--- config.mk ---
export PLATFORM = sky130hd
export DESIGN_NAME = serial_ctrl_regs
export DESIGN_NICKNAME = d
export VERILOG_FILES = /design/src/rtl/serial_ctrl_pkg.sv /design/src/rtl/sc_tx_hold.sv /design/src/rtl/sc_rx_hold.sv /design/src/rtl/sc_irq_unit.sv /design/src/rtl/serial_ctrl_regs.sv
export SDC_FILE = /design/constraint.sdc
export NUM_CORES = 1
export LEC_CHECK = 0
export ABC_AREA = 1
export BUFFER_PORTS_ARGS = -buffer_cell sky130_fd_sc_hd__buf_2
export CAP_MARGIN = 30
export CORE_ASPECT_RATIO = 1.25
export CORE_MARGIN = 2
export CORE_UTILIZATION = 45
export CTS_CLUSTER_DIAMETER = 80
export DETAILED_ROUTE_END_ITERATION = 10
export PLACE_DENSITY = 0.86
export SLEW_MARGIN = 20
export SYNTH_ARGS = -nofsm -noshare
export SYNTH_HDL_FRONTEND = slang
export SYNTH_SLANG_ARGS = --single-unit
--- constraint.sdc ---
create_clock -name pclk -period 1.3 [get_ports pclk]
set_clock_uncertainty 0.05 [all_clocks]
set_input_delay 0.065 -clock pclk [delete_from_list [all_inputs] [get_ports pclk]]
set_output_delay 0.065 -clock pclk [all_outputs]
set_load 0.01 [all_outputs]
--- src/rtl/serial_ctrl_pkg.sv ---
package serial_ctrl_pkg;

  // word indices (byte offset >> 2)
  localparam int unsigned W_DATA  = 0;
  localparam int unsigned W_STATE = 1;
  localparam int unsigned W_CTRL  = 2;
  localparam int unsigned W_ISTAT = 3;
  localparam int unsigned W_BAUD  = 4;
  localparam int unsigned W_ID_LO = 'h3F4;
  localparam int unsigned W_ID_HI = 'h3FF;

  localparam int unsigned CTL_W = 7;

  function automatic logic [7:0] id_byte(input logic [3:0] idx);
    case (idx)
      4'd0:    return 8'h04;
      4'd4:    return 8'h21;
      4'd5:    return 8'hB8;
      4'd6:    return 8'h1B;
      4'd8:    return 8'h0D;
      4'd9:    return 8'hF0;
      4'd10:   return 8'h05;
      4'd11:   return 8'hB1;
      default: return 8'h00;
    endcase
  endfunction

  function automatic logic divisor_usable(input logic [31:0] div, input int unsigned min_div);
    return div >= min_div;
  endfunction

endpackage

--- src/rtl/sc_tx_hold.sv ---
module sc_tx_hold #(
  parameter int unsigned DATA_W = 8
) (
  input  logic              clk,
  input  logic              rst_n,
  input  logic              tx_en,
  input  logic              load_ev,
  input  logic [DATA_W-1:0] load_byte,
  input  logic              tx_ready,
  input  logic              ovr_clr,
  output logic              tx_valid,
  output logic [DATA_W-1:0] tx_byte,
  output logic              tx_full,
  output logic              tx_ovr,
  output logic              accept_ev
);
  assign tx_valid  = tx_full & tx_en;
  assign accept_ev = tx_valid & tx_ready;

  always_ff @(posedge clk or negedge rst_n) begin
    if (!rst_n) begin
      tx_byte <= '0;
      tx_full <= 1'b0;
      tx_ovr  <= 1'b0;
    end else begin
      if (load_ev && !tx_full) begin
        tx_byte <= load_byte;
        tx_full <= 1'b1;
      end else begin
        if (accept_ev) tx_full <= 1'b0;
        if (load_ev && !accept_ev) tx_byte <= load_byte;
      end
      if (load_ev && tx_full) tx_ovr <= 1'b1;
      else if (ovr_clr)       tx_ovr <= 1'b0;
    end
  end
endmodule

--- src/rtl/sc_rx_hold.sv ---
module sc_rx_hold #(
  parameter int unsigned DATA_W = 8
) (
  input  logic              clk,
  input  logic              rst_n,
  input  logic              rx_en,
  input  logic              rx_stb,
  input  logic [DATA_W-1:0] rx_byte,
  input  logic              read_ev,
  input  logic              ovr_clr,
  output logic [DATA_W-1:0] rx_hold,
  output logic              rx_full,
  output logic              rx_ovr,
  output logic              take_ev
);
  assign take_ev = rx_stb & rx_en;

  always_ff @(posedge clk or negedge rst_n) begin
    if (!rst_n) begin
      rx_hold <= '0;
      rx_full <= 1'b0;
      rx_ovr  <= 1'b0;
    end else begin
      if (take_ev) begin
        rx_hold <= rx_byte;
        rx_full <= 1'b1;
      end else if (read_ev) begin
        rx_full <= 1'b0;
      end
      if (take_ev && rx_full && !read_ev) rx_ovr <= 1'b1;
      else if (ovr_clr)                   rx_ovr <= 1'b0;
    end
  end
endmodule

--- src/rtl/sc_irq_unit.sv ---
module sc_irq_unit (
  input  logic       clk,
  input  logic       rst_n,
  input  logic       tx_done_ev,
  input  logic       rx_take_ev,
  input  logic [3:0] ie,
  input  logic       tx_ovr,
  input  logic       rx_ovr,
  input  logic [1:0] w1c,
  output logic [3:0] status,
  output logic       irq_tx,
  output logic       irq_rx,
  output logic       irq_txov,
  output logic       irq_rxov,
  output logic       irq_any
);
  logic tx_st, rx_st;

  always_ff @(posedge clk or negedge rst_n) begin
    if (!rst_n) begin
      tx_st <= 1'b0;
      rx_st <= 1'b0;
    end else begin
      if (tx_done_ev && ie[0]) tx_st <= 1'b1;
      else if (w1c[0])         tx_st <= 1'b0;
      if (rx_take_ev && ie[1]) rx_st <= 1'b1;
      else if (w1c[1])         rx_st <= 1'b0;
    end
  end

  assign status   = {rx_ovr & ie[3], tx_ovr & ie[2], rx_st, tx_st};
  assign irq_tx   = status[0];
  assign irq_rx   = status[1];
  assign irq_txov = status[2];
  assign irq_rxov = status[3];
  assign irq_any  = |status;
endmodule

--- src/rtl/serial_ctrl_regs.sv ---
module serial_ctrl_regs
  import serial_ctrl_pkg::*;
#(
  parameter int unsigned ADDR_W  = 12,
  parameter int unsigned DATA_W  = 8,
  parameter int unsigned DIV_W   = 20,
  parameter int unsigned MIN_DIV = 16
) (
  input  logic              pclk,
  input  logic              presetn,
  input  logic              psel,
  input  logic              penable,
  input  logic              pwrite,
  input  logic [ADDR_W-1:0] paddr,
  input  logic [31:0]       pwdata,
  output logic [31:0]       prdata,
  output logic              pready,
  output logic              pslverr,
  output logic [DATA_W-1:0] tx_byte,
  output logic              tx_valid,
  input  logic              tx_ready,
  input  logic [DATA_W-1:0] rx_byte,
  input  logic              rx_stb,
  output logic [DIV_W-1:0]  baud_div,
  output logic              baud_ok,
  output logic              irq_tx,
  output logic              irq_rx,
  output logic              irq_txov,
  output logic              irq_rxov,
  output logic              irq_any
);
  localparam int unsigned WA_W = ADDR_W - 2;

  logic [WA_W-1:0]   word;
  logic              access, wr_ev, rd_ev;
  logic              wr_data_ev, rd_data_ev, ctl_wr_ev, state_wr_ev, istat_wr_ev, baud_wr_ev;
  logic              id_hit;
  logic [CTL_W-1:0]  ctl_q;
  logic [DIV_W-1:0]  baud_q;
  logic              tx_full, tx_ovr, tx_accept;
  logic              rx_full, rx_ovr, rx_take;
  logic [DATA_W-1:0] rx_hold;
  logic [3:0]        istat;
  logic              clr_txo, clr_rxo;

  assign word        = paddr[ADDR_W-1:2];
  assign access      = psel & penable;
  assign wr_ev       = access & pwrite;
  assign rd_ev       = access & ~pwrite;
  assign wr_data_ev  = wr_ev & (word == WA_W'(W_DATA));
  assign rd_data_ev  = rd_ev & (word == WA_W'(W_DATA));
  assign state_wr_ev = wr_ev & (word == WA_W'(W_STATE));
  assign ctl_wr_ev   = wr_ev & (word == WA_W'(W_CTRL));
  assign istat_wr_ev = wr_ev & (word == WA_W'(W_ISTAT));
  assign baud_wr_ev  = wr_ev & (word == WA_W'(W_BAUD));
  assign id_hit      = (word >= WA_W'(W_ID_LO)) && (word <= WA_W'(W_ID_HI));

  assign clr_txo = (state_wr_ev | istat_wr_ev) & pwdata[2];
  assign clr_rxo = (state_wr_ev | istat_wr_ev) & pwdata[3];

  assign pready  = 1'b1;
  assign pslverr = 1'b0;

  always_ff @(posedge pclk or negedge presetn) begin
    if (!presetn) begin
      ctl_q  <= '0;
      baud_q <= '0;
    end else begin
      if (ctl_wr_ev)  ctl_q  <= pwdata[CTL_W-1:0];
      if (baud_wr_ev) baud_q <= pwdata[DIV_W-1:0];
    end
  end

  assign baud_div = baud_q;
  assign baud_ok  = divisor_usable(32'(baud_q), MIN_DIV);

  sc_tx_hold #(.DATA_W(DATA_W)) u_tx (
    .clk(pclk), .rst_n(presetn), .tx_en(ctl_q[0]), .load_ev(wr_data_ev),
    .load_byte(pwdata[DATA_W-1:0]), .tx_ready(tx_ready), .ovr_clr(clr_txo),
    .tx_valid(tx_valid), .tx_byte(tx_byte), .tx_full(tx_full), .tx_ovr(tx_ovr),
    .accept_ev(tx_accept)
  );

  sc_rx_hold #(.DATA_W(DATA_W)) u_rx (
    .clk(pclk), .rst_n(presetn), .rx_en(ctl_q[1]), .rx_stb(rx_stb),
    .rx_byte(rx_byte), .read_ev(rd_data_ev), .ovr_clr(clr_rxo),
    .rx_hold(rx_hold), .rx_full(rx_full), .rx_ovr(rx_ovr), .take_ev(rx_take)
  );

  sc_irq_unit u_irq (
    .clk(pclk), .rst_n(presetn), .tx_done_ev(tx_accept), .rx_take_ev(rx_take),
    .ie(ctl_q[5:2]), .tx_ovr(tx_ovr), .rx_ovr(rx_ovr),
    .w1c({istat_wr_ev & pwdata[1], istat_wr_ev & pwdata[0]}),
    .status(istat), .irq_tx(irq_tx), .irq_rx(irq_rx), .irq_txov(irq_txov),
    .irq_rxov(irq_rxov), .irq_any(irq_any)
  );

  always_comb begin
    prdata = '0;
    if (id_hit) begin
      prdata[7:0] = id_byte(4'(word - WA_W'(W_ID_LO)));
    end else begin
      case (word)
        WA_W'(W_DATA):  prdata[DATA_W-1:0] = rx_hold;
        WA_W'(W_STATE): prdata[3:0]        = {rx_ovr, tx_ovr, rx_full, tx_full};
        WA_W'(W_CTRL):  prdata[CTL_W-1:0]  = ctl_q;
        WA_W'(W_ISTAT): prdata[3:0]        = istat;
        WA_W'(W_BAUD):  prdata[DIV_W-1:0]  = baud_q;
        default:        prdata             = '0;
      endcase
    end
  end
endmodule

==> results of run 1 <==
==> sequential cells by signal, summed over array words and instances, names as in the netlist <==
name / count
u_rx.rx_ovr: 1
baud_div: 20
u_tx.tx_full: 1
u_tx.tx_byte: 8
u_tx.tx_ovr: 1
u_rx.rx_full: 1
ctl_q: 7
u_irq.irq_tx: 1
u_rx.rx_hold: 8
u_irq.irq_rx: 1
==> power breakdown <==
group,internal [mW],switching (mW),total (mW),leakage (nW)
logic,0.242,0.272,0.514,1.76
registers,1.55,0.0290,1.58,0.594
clock network,0.422,0.549,0.972,0.0433
==> what timing repair did <==
item / 4_1_cts / 5_1_grt
gates resized for setup: 77 / 18
endpoints found under the hold margin: 74 / 0
endpoints found under the setup margin: 21 / 31
pin swaps: 33 / 11
buffers inserted: 15 / 6
hold buffers: 25 / 0
==> synthesized netlist by cell type (all sizes together) <==
| cell | number | area share (%) |
|---|---|---|
| nor3 | 2 | 0.35 |
| o211ai | 1 | 0.26 |
| nand3 | 35 | 6.1 |
| mux2 | 8 | 3.2 |
| nand4 | 5 | 1.1 |
| dfrtp | 49 | 43 |
| o31ai | 1 | 0.26 |
| conb | 2 | 0.26 |
| inv | 45 | 5.9 |
| ha | 8 | 3.5 |
| buf | 23 | 6.1 |
| clkbuf | 1 | 0.13 |
| nor4 | 4 | 0.88 |
| nand2 | 81 | 12 |
| nand3b | 1 | 0.26 |
| nor2 | 43 | 7.9 |
| o21ai | 31 | 6.3 |
| a21oi | 11 | 2.8 |
==> tightest hold or removal path, cell delays in order <==
cell     delay (ns)
buf_2          0.10
nand2_1        0.05
nand2_1        0.04
o21ai_0        0.07
==> routing by layer <==
metal	vias up	track usage (%)	share of wire, %
met3	78	5.93	8.0
met4	0	16.1	6.8
li1	1421	-	-
met5	-	0	0
met2	251	51.8	52
met1	1541	31.8	33
==> cell families (layout without fill, tap and decap cells) <==
logic type	after synthesis	in the layout	synth area share [%]
AND/OR/NAND/NOR	171	171	28.3
buffers and inverters	69	225	12.1
flip-flops	49	49	42.9
AO/OA/AOI/OAI	44	44	9.72
adder cells (fa/ha/maj)	8	8	3.50
multiplexers	8	8	3.15
other	2	14	0.263
==> final cells by class <==
class / count / area [um^2] / share of cell area, %
clock buffer: 6 / 82.6 / 1.87
inverter: 45 / 189 / 4.28
sequential: 49 / 1230 / 27.9
multi-input combinational: 245 / 1550 / 35.2
timing repair buffer: 173 / 1240 / 28.2
tap: 85 / 106 / 2.41
clock inverter: 1 / 7.51 / 0.170
==> cell usage in the layout, fill, tap and decap left out, types with 13 or more instances in the layout <==
cell           instances
buf_2                 93
buf_4                 36
buf_6                 13
conb_1                14
dfrtp_1               46
dlygate4sd3_1         25
inv_1                 36
nand2_1               62
nand2_2               15
nand3_1               26
nor2_1                28
o21ai_0               19
==> through the flow <==
step / power, mW / setup WS (ns) / setup TNS (ns) / area [um^2] / util (%)
after floorplan: 1.79 / 0.00794 / 0 / 2900 / -
after CTS: 3.01 / -0.157 / -0.470 / 4310 / 69.8
after detailed placement: 1.96 / -0.195 / -6.75 / 3580 / 58.1
after global routing: 3.18 / -0.239 / -1.25 / 4410 / 71.6
final: 3.07 / -0.195 / -0.822 / 4410 / 71.6
after global placement: 1.95 / -0.184 / -4.70 / 3580 / 58.1
==> worst paths after layout <==
kind	startpoint	end	cells after the start
worst max-delay path	baud_div[7]	baud_ok	3
max in group asynchronous	presetn	baud_div[4]	3
worst min register to register	u_tx.tx_byte[7]	u_tx.tx_byte[7]	2
worst max register to register	ctl_q[1]	u_rx.rx_hold[3]	4
worst min-delay path	pwdata[1]	u_irq.irq_rx	4
min in group asynchronous	presetn	baud_div[3]	3
==> results.yml, run 1 <==
routing:
  drt-vias-per-instance: 5.45
  drt-initial-drc-count: 228
  vias: 3291
  drc_errors: 0
  drtPass1Iterations: 6
  ant_nets: 0
  wl_per_cell_um: 17.6
  wl_um: 10600
synth:
  seq_area_frac_synth_pct: 42.9
  synth.avg_cell_area_um2: 8.14
  yosysWarnings: 0
  syn_area_um2: 2860
  ys_ff_latch: 49
  syn_inst: 351
  ys_types: 28
pwr:
  leakage_nw: 2.39
  ir_drop_v: 0.000793
  power_density_nw_per_um2: 696
critical_path:
  cp_slowest_cell: "dfrtp_1"
  path_cells: "nor4_4, nand4_1, buf_2"
  crit_path_start_kind: "flop"
  path_class: "flop to output pin"
  r2r_slack_ns: 0.03
  critPathArrivalTime_ns: 1.38
  required_ns: 1.19
  cp-end-kind: "output pin"
  critPathMaxFanout: 2
  max_stage_delay_ns: 0.44
  critPathBufInv: 1
  cpLargestDelayFamily: "simple AND/OR/NAND/NOR gates"
grt:
  gr-total-overflow: 0
  gr-usage-all-layers_pct: 29.3
  grt_pass1_vias: 3222
  grt_pass1_wl_um: 15500
  grt_max_degree: 32
  antenna_found_initial: 0
clock_network:
  insertion_delay_ns: 0.31
  clockRootBuffer: "clkbuf_8"
  cts_buffers: 5
  clock_sinks: 49
  cts_tree: "yes"
  htree_levels: 2
  ctsLongestPathBuffers: 2
  path_clk_slew_ns: 0.10
place:
  io_buffers: 99
  globalplace.congestion: 0.877
  dp.cells: 552
  dp_hpwl_um: 5860
floorplanning:
  coreArea_um2: 6170
  die_area_um2: 7010
  rows: 32
  die_y_um: 93.1
  start_util_pct: 46.3
  die_w_um: 75.3
  pin_count: 128
timing:
  setup_violations: 7
  final_min_period_over_clock_period_pct: 115
  setup_ws_ns: -0.195
  hold_slack_ns: 0.00505
  hold_viol_final: 0
  max_freq_ghz: 0.669
  period_minus_slack_ns: 1.50
  rsz0062_at_grt: "true"
  slew_viol_final: 0
final_layout:
  fillCellCount: 411
  drive_gt1_share_pct: 47.2
  nNetsFinal: 586
  diodes: 0
  layout.cells.non_filler: 604
  area_growth_syn_to_layout_pct: 54.4
outcome:
  failed_checks: "setup timing"
  status: "finished with violations"
worst_hold_path:
  hold_class: "primary input to flop"
flow_run:
  maxCapViolCount: 0
Note: power is estimated with default switching activity, not from simulation.
==> run 2, diff against run 1 <==
Settings changed: CORE_UTILIZATION 45 to 47, PLACE_DENSITY 0.86 to 0.89.
==> run 2 against run 1 <==
  * The run still ends with setup timing left
  * Setup slack lost 0.036 ns
  * Core utilization grew 5.3 points
  * Routed wire length shrank 7.1%
  * Maximum frequency shrank 2.4%
==> results.yml, run 2 (synthesized netlist as in run 1, its figures left out) <==
routing:
  drc_errors: 0
  drt-initial-drc-count: 255
  vias: 3198
  ant_nets: 0
  wl_um: 9860
  wl_per_cell_um: 16.6
  drt-vias-per-instance: 5.38
  drtPass1Iterations: 5
final_layout:
  nNetsFinal: 594
  layout_commonest_cell: "buf_2"
  fillCellCount: 355
  layout.cells.non_filler: 594
  drive_gt1_share_pct: 48.9
  finalCoreUtilization_pct: 76.8
  largest_reg_flops: 20
  diodes: 0
  area_growth_syn_to_layout_pct: 56.4
  final_cell_mix: "93 x buf_2, 62 x nand2_1, 48 x dfrtp_1"
outcome:
  status: "finished with violations"
  failed_checks: "setup timing"
place:
  dp_hpwl_um: 5970
  globalplace.congestion: 0.872
  io_buffers: 99
  dp.cells: 536
  preCtsSetupSlack_ns: -0.183
timing:
  hold_viol_final: 0
  relSlewSlack_pct: 66.5
  setup_ws_ns: -0.231
  slew_viol_final: 0
  rsz0062_at_grt: "true"
  final_min_period_over_clock_period_pct: 118
  period_minus_slack_ns: 1.53
  setup_violations: 8
  max_freq_ghz: 0.653
  tightest_slew_ns: 0.503
  hold_slack_ns: 0.00304
clock_network:
  htree_levels: 2
  path_clk_slew_ns: 0.10
  clockRootBuffer: "clkbuf_8"
  ctsLongestPathBuffers: 2
  cts_tree: "yes"
  clock_sinks: 49
  insertion_delay_ns: 0.31
  cts_buffers: 5
pwr:
  switching_share_pct: 28.2
  power_switching_uw: 866
  leakage_nw: 2.45
  power_density_nw_per_um2: 688
  p_total_mw: 3.08
  ir_drop_v: 0.000846
  p_comb_share_pct: 17.6
  clockPowerShare_pct: 31.0
  p_int_mw: 2.21
  pwr-share-seq_pct: 51.5
grt:
  grt_max_degree: 23
  grt_pass1_vias: 3033
  grt.busiest_layer: "met2"
  grt_use_met3_pct: 3.55
  antenna_found_initial: 0
  gr-usage-all-layers_pct: 27.3
  grt_util_met2_pct: 48.9
  use_met1_pct: 31.2
  grt_pass1_wl_um: 14300
  gr-total-overflow: 0
floorplanning:
  start_util_pct: 49.1
  coreArea_um2: 5820
  die_w_um: 73.7
  die_area_um2: 6720
  die_y_um: 91.2
  pin_count: 128
  rows: 31
worst_hold_path:
  hold_class: "primary input to flop"
critical_path:
  max_stage_delay_ns: 0.43
  crit_path_start_kind: "flop"
  cp-end-kind: "output pin"
  critPathArrivalTime_ns: 1.42
  path_cells: "nand2_2, inv_2, nand3_2, nand2_1, nor2_2, nand3_1, buf_2"
  required_ns: 1.19
  cp_slowest_cell: "dfrtp_1"
  critPathMaxFanout: 2
  r2r_slack_ns: 0.03
  path_class: "flop to output pin"
flow_run:
  maxCapViolCount: 0
-- run 2: cell types whose count changed in the layout (fill, tap and decap cells not counted), moves of 3 or more --
cell	delta
inv_2	+3
nand3_2	+4
inv_1	-3
buf_6	+5
inv_6	+3
nor2_2	-3
nand3_1	-4
buf_4	+6
-- run 2: power groups by stage --
stage | sequential (mW) | clock (mW) | combinational [mW]
final | 1.58 | 0.952 | 0.541
after floorplan | 1.61 | 0 | 0.179
after global placement | 1.61 | 0 | 0.349
after detailed placement | 1.61 | 0 | 0.357
after global routing | 1.59 | 1.02 | 0.585
after CTS | 1.58 | 0.944 | 0.459
-- run 2: final timing paths --
| kind | start | cells after the start | to |
|---|---|---|---|
| max | ctl_q[5] | 7 | prdata[3] |
| min | pwdata[2] | 3 | ctl_q[2] |
| max reg2reg | ctl_q[1] | 4 | u_rx.rx_hold[5] |
| min reg2reg | u_tx.tx_byte[3] | 2 | u_tx.tx_byte[3] |
| max in group asynchronous | presetn | 3 | baud_div[2] |
| min in group asynchronous | presetn | 2 | baud_div[14] |
-- run 2: area by class of cell --
type | count | area, um^2 | area share, %
tap | 66 | 82.6 | 1.85
timing repair buffer | 181 | 1290 | 28.9
sequential | 49 | 1230 | 27.5
multi-input combinational | 245 | 1590 | 35.5
inverter | 45 | 186 | 4.17
clock buffer | 5 | 68.8 | 1.54
clock inverter | 3 | 25.0 | 0.560
-- run 2: critical path: cells and delay by family (launching register included) --
kind / cells / cell delay [ns]
flops: 1 / 0.43
buf+inv: 2 / 0.20
simple gates: 5 / 0.47
-- run 2: metal layers --
| layer | vias up | wire, um |
|---|---|---|
| li1 | 1450 | - |
| met5 | - | 0 |
| met2 | 177 | 5300 |
| met1 | 1525 | 3520 |
| met4 | 0 | 482 |
| met3 | 46 | 547 |
-- run 2: repair_timing --
| item | CTS | global route |
|---|---|---|
| hold buffers | 24 | 0 |
| setup endpoints to repair | 21 | 32 |
| pin swaps | 24 | 29 |
| gates resized for setup | 55 | 49 |
| endpoints found under the hold margin | 44 | 0 |
| setup buffers | 11 | 18 |
-- run 2: through the flow --
stage | instance area [um^2] | TNS (ns)
after global placement | 3560 | -4.65
final | 4470 | -1.02
after floorplan | 2900 | 0
after detailed placement | 3560 | -6.36
after CTS | 4150 | -0.440
after global routing | 4470 | -1.41
==> run 3, diff against run 2 <==
Settings changed: MAX_ROUTING_LAYER set to met4.
==> run 3 against run 2 <==
  * The run still ends with setup timing left
  * Combinational power fell by 2%
  * Via count fell by 3.0%
  * Core utilization fell by 1.1 points
  * Register-to-register slack barely moved
  * First-iteration DRC count fell by 21%
  * Flip-flop and latch count did not move
  * Hold slack improved by 0.022 ns
  * Routed wire length fell by 6.4%
  * Critical endpoint is now prdata[2]
  * Largest power group unchanged
==> results.yml, run 3 (synthesized netlist as in run 1, its figures left out) <==
clock_network:
  ctsLongestPathBuffers: 2
  path_clk_slew_ns: 0.08
  insertion_delay_ns: 0.30
  clockRootBuffer: "clkbuf_8"
  cts_tree: "yes"
  clock_sinks: 49
  cts_buffers: 5
  htree_levels: 2
floorplanning:
  pin_count: 128
  coreArea_um2: 5820
  rows: 31
  die_area_um2: 6720
  start_util_pct: 49.1
  die_w_um: 73.7
  die_y_um: 91.2
pwr:
  power_density_nw_per_um2: 682
  ir_drop_v: 0.000718
  leakage_nw: 2.43
critical_path:
  cp-end-kind: "output pin"
  cpLargestDelayFamily: "simple AND/OR/NAND/NOR gates"
  cp_num_cells: 7
  path_cells: "nand2_2, inv_2, nand3_2, nand2_2, nor2_4, nand3_2, buf_6"
  cp_slowest_cell: "dfrtp_1"
  crit_path_start_kind: "flop"
  max_stage_delay_ns: 0.41
  critPathMaxFanout: 2
  path_class: "flop to output pin"
  r2r-end: "u_rx.rx_hold[0]"
  required_ns: 1.19
  r2r-start: "ctl_q[1]"
  r2r_slack_ns: 0.02
  rr_worst_depth: 4
  critPathArrivalTime_ns: 1.31
  critPathBufInv: 2
grt:
  grt_pass1_wl_um: 13900
  antenna_found_initial: 0
  grt_pass1_vias: 3022
  gr-usage-all-layers_pct: 27.3
  gr-total-overflow: 0
  grt_max_degree: 22
routing:
  wl_per_cell_um: 15.6
  drt-initial-drc-count: 202
  drc_errors: 0
  drtPass1Iterations: 4
  ant_nets: 0
  wl_um: 9230
  drt-vias-per-instance: 5.26
  vias: 3103
place:
  globalplace.congestion: 0.898
  dp.cells: 535
  dp_hpwl_um: 6180
  io_buffers: 99
worst_hold_path:
  hold_class: "primary input to flop"
  min_to: "baud_div[6]"
  hp-start: "pwdata[6]"
  min_path_cells: 3
final_layout:
  layout_commonest_cell: "buf_2"
  fillCellCount: 379
  area_growth_syn_to_layout_pct: 54.2
  diodes: 0
  drive_gt1_share_pct: 46.9
  layout.cells.non_filler: 590
  largest_reg_flops: 20
  nNetsFinal: 591
  final_cell_mix: "94 x buf_2, 64 x nand2_1, 49 x dfrtp_1"
timing:
  setup_ws_ns: -0.124
  period_minus_slack_ns: 1.42
  hold_viol_final: 0
  setup_violations: 7
  final_min_period_over_clock_period_pct: 110
  max_freq_ghz: 0.702
  rsz0062_at_grt: "true"
  slew_viol_final: 0
  hold_slack_ns: 0.0255
outcome:
  status: "finished with violations"
  failed_checks: "setup timing"
flow_run:
  maxCapViolCount: 0
run 3: metrics by stage:
step / TNS (ns) / instance area, um^2 / util [%] / setup WS (ns) / power (mW)
finish: -0.463 / 4410 / 75.7 / -0.124 / 3.01
global route: -0.871 / 4410 / 75.7 / -0.171 / 3.13
CTS: -0.414 / 4190 / 72.0 / -0.172 / 2.96
detailed placement: -7.49 / 3550 / 61.0 / -0.214 / 1.96
global placement: -4.32 / 3550 / 61.0 / -0.162 / 1.96
floorplan: 0 / 2900 / - / 0.00794 / 1.79
run 3: area by class of cell:
| class | count | area, um^2 | share of cell area [%] |
|---|---|---|---|
| multi-input combinational | 246 | 1580 | 35.8 |
| inverter | 45 | 194 | 4.40 |
| timing repair buffer | 177 | 1240 | 28.2 |
| tap | 66 | 82.6 | 1.87 |
| clock buffer | 7 | 86.3 | 1.96 |
| sequential | 49 | 1230 | 27.8 |
run 3: what timing repair did:
item                       in CTS  in global routing
cloned                          0                  1
setup buffers                  15                  9
pin swaps                      26                 26
hold buffers                   25                  0
setup endpoints to repair      21                 20
resized for setup              52                 45
hold endpoints to repair       42                  0
run 3: where the power goes:
| group | switching (mW) | total (mW) | internal, mW |
|---|---|---|---|
| clock | 0.474 | 0.896 | 0.423 |
| sequential | 0.0247 | 1.58 | 1.55 |
| combinational | 0.277 | 0.530 | 0.253 |
| total | 0.776 | 3.01 | 2.23 |
run 3: how the worst max path moves through the flow:
stage                startpoint               to  slack [ns]
global placement       paddr[5]        prdata[7]       -0.16
CTS                    ctl_q[4]        prdata[2]       -0.17
floorplan              paddr[4]  u_tx.tx_byte[6]       0.008
global route        u_tx.tx_ovr        prdata[2]       -0.17
finish              u_tx.tx_ovr        prdata[2]       -0.12
detailed placement     paddr[5]        prdata[7]       -0.21
run 3: layer usage:
metal	wire (um)	vias to the layer above	track usage (%)
met5	0	-	-
met4	378	0	10.6
met3	425	30	3.77
met2	5070	138	48.6
met1	3350	1497	30.0
li1	-	1438	-
run 3: worst register-to-register path: stages, from the launching register on:
cell and delay (ns):
dfrtp_1 0.40, buf_4 0.14, nand2_1 0.09, buf_4 0.15, mux2_2 0.34
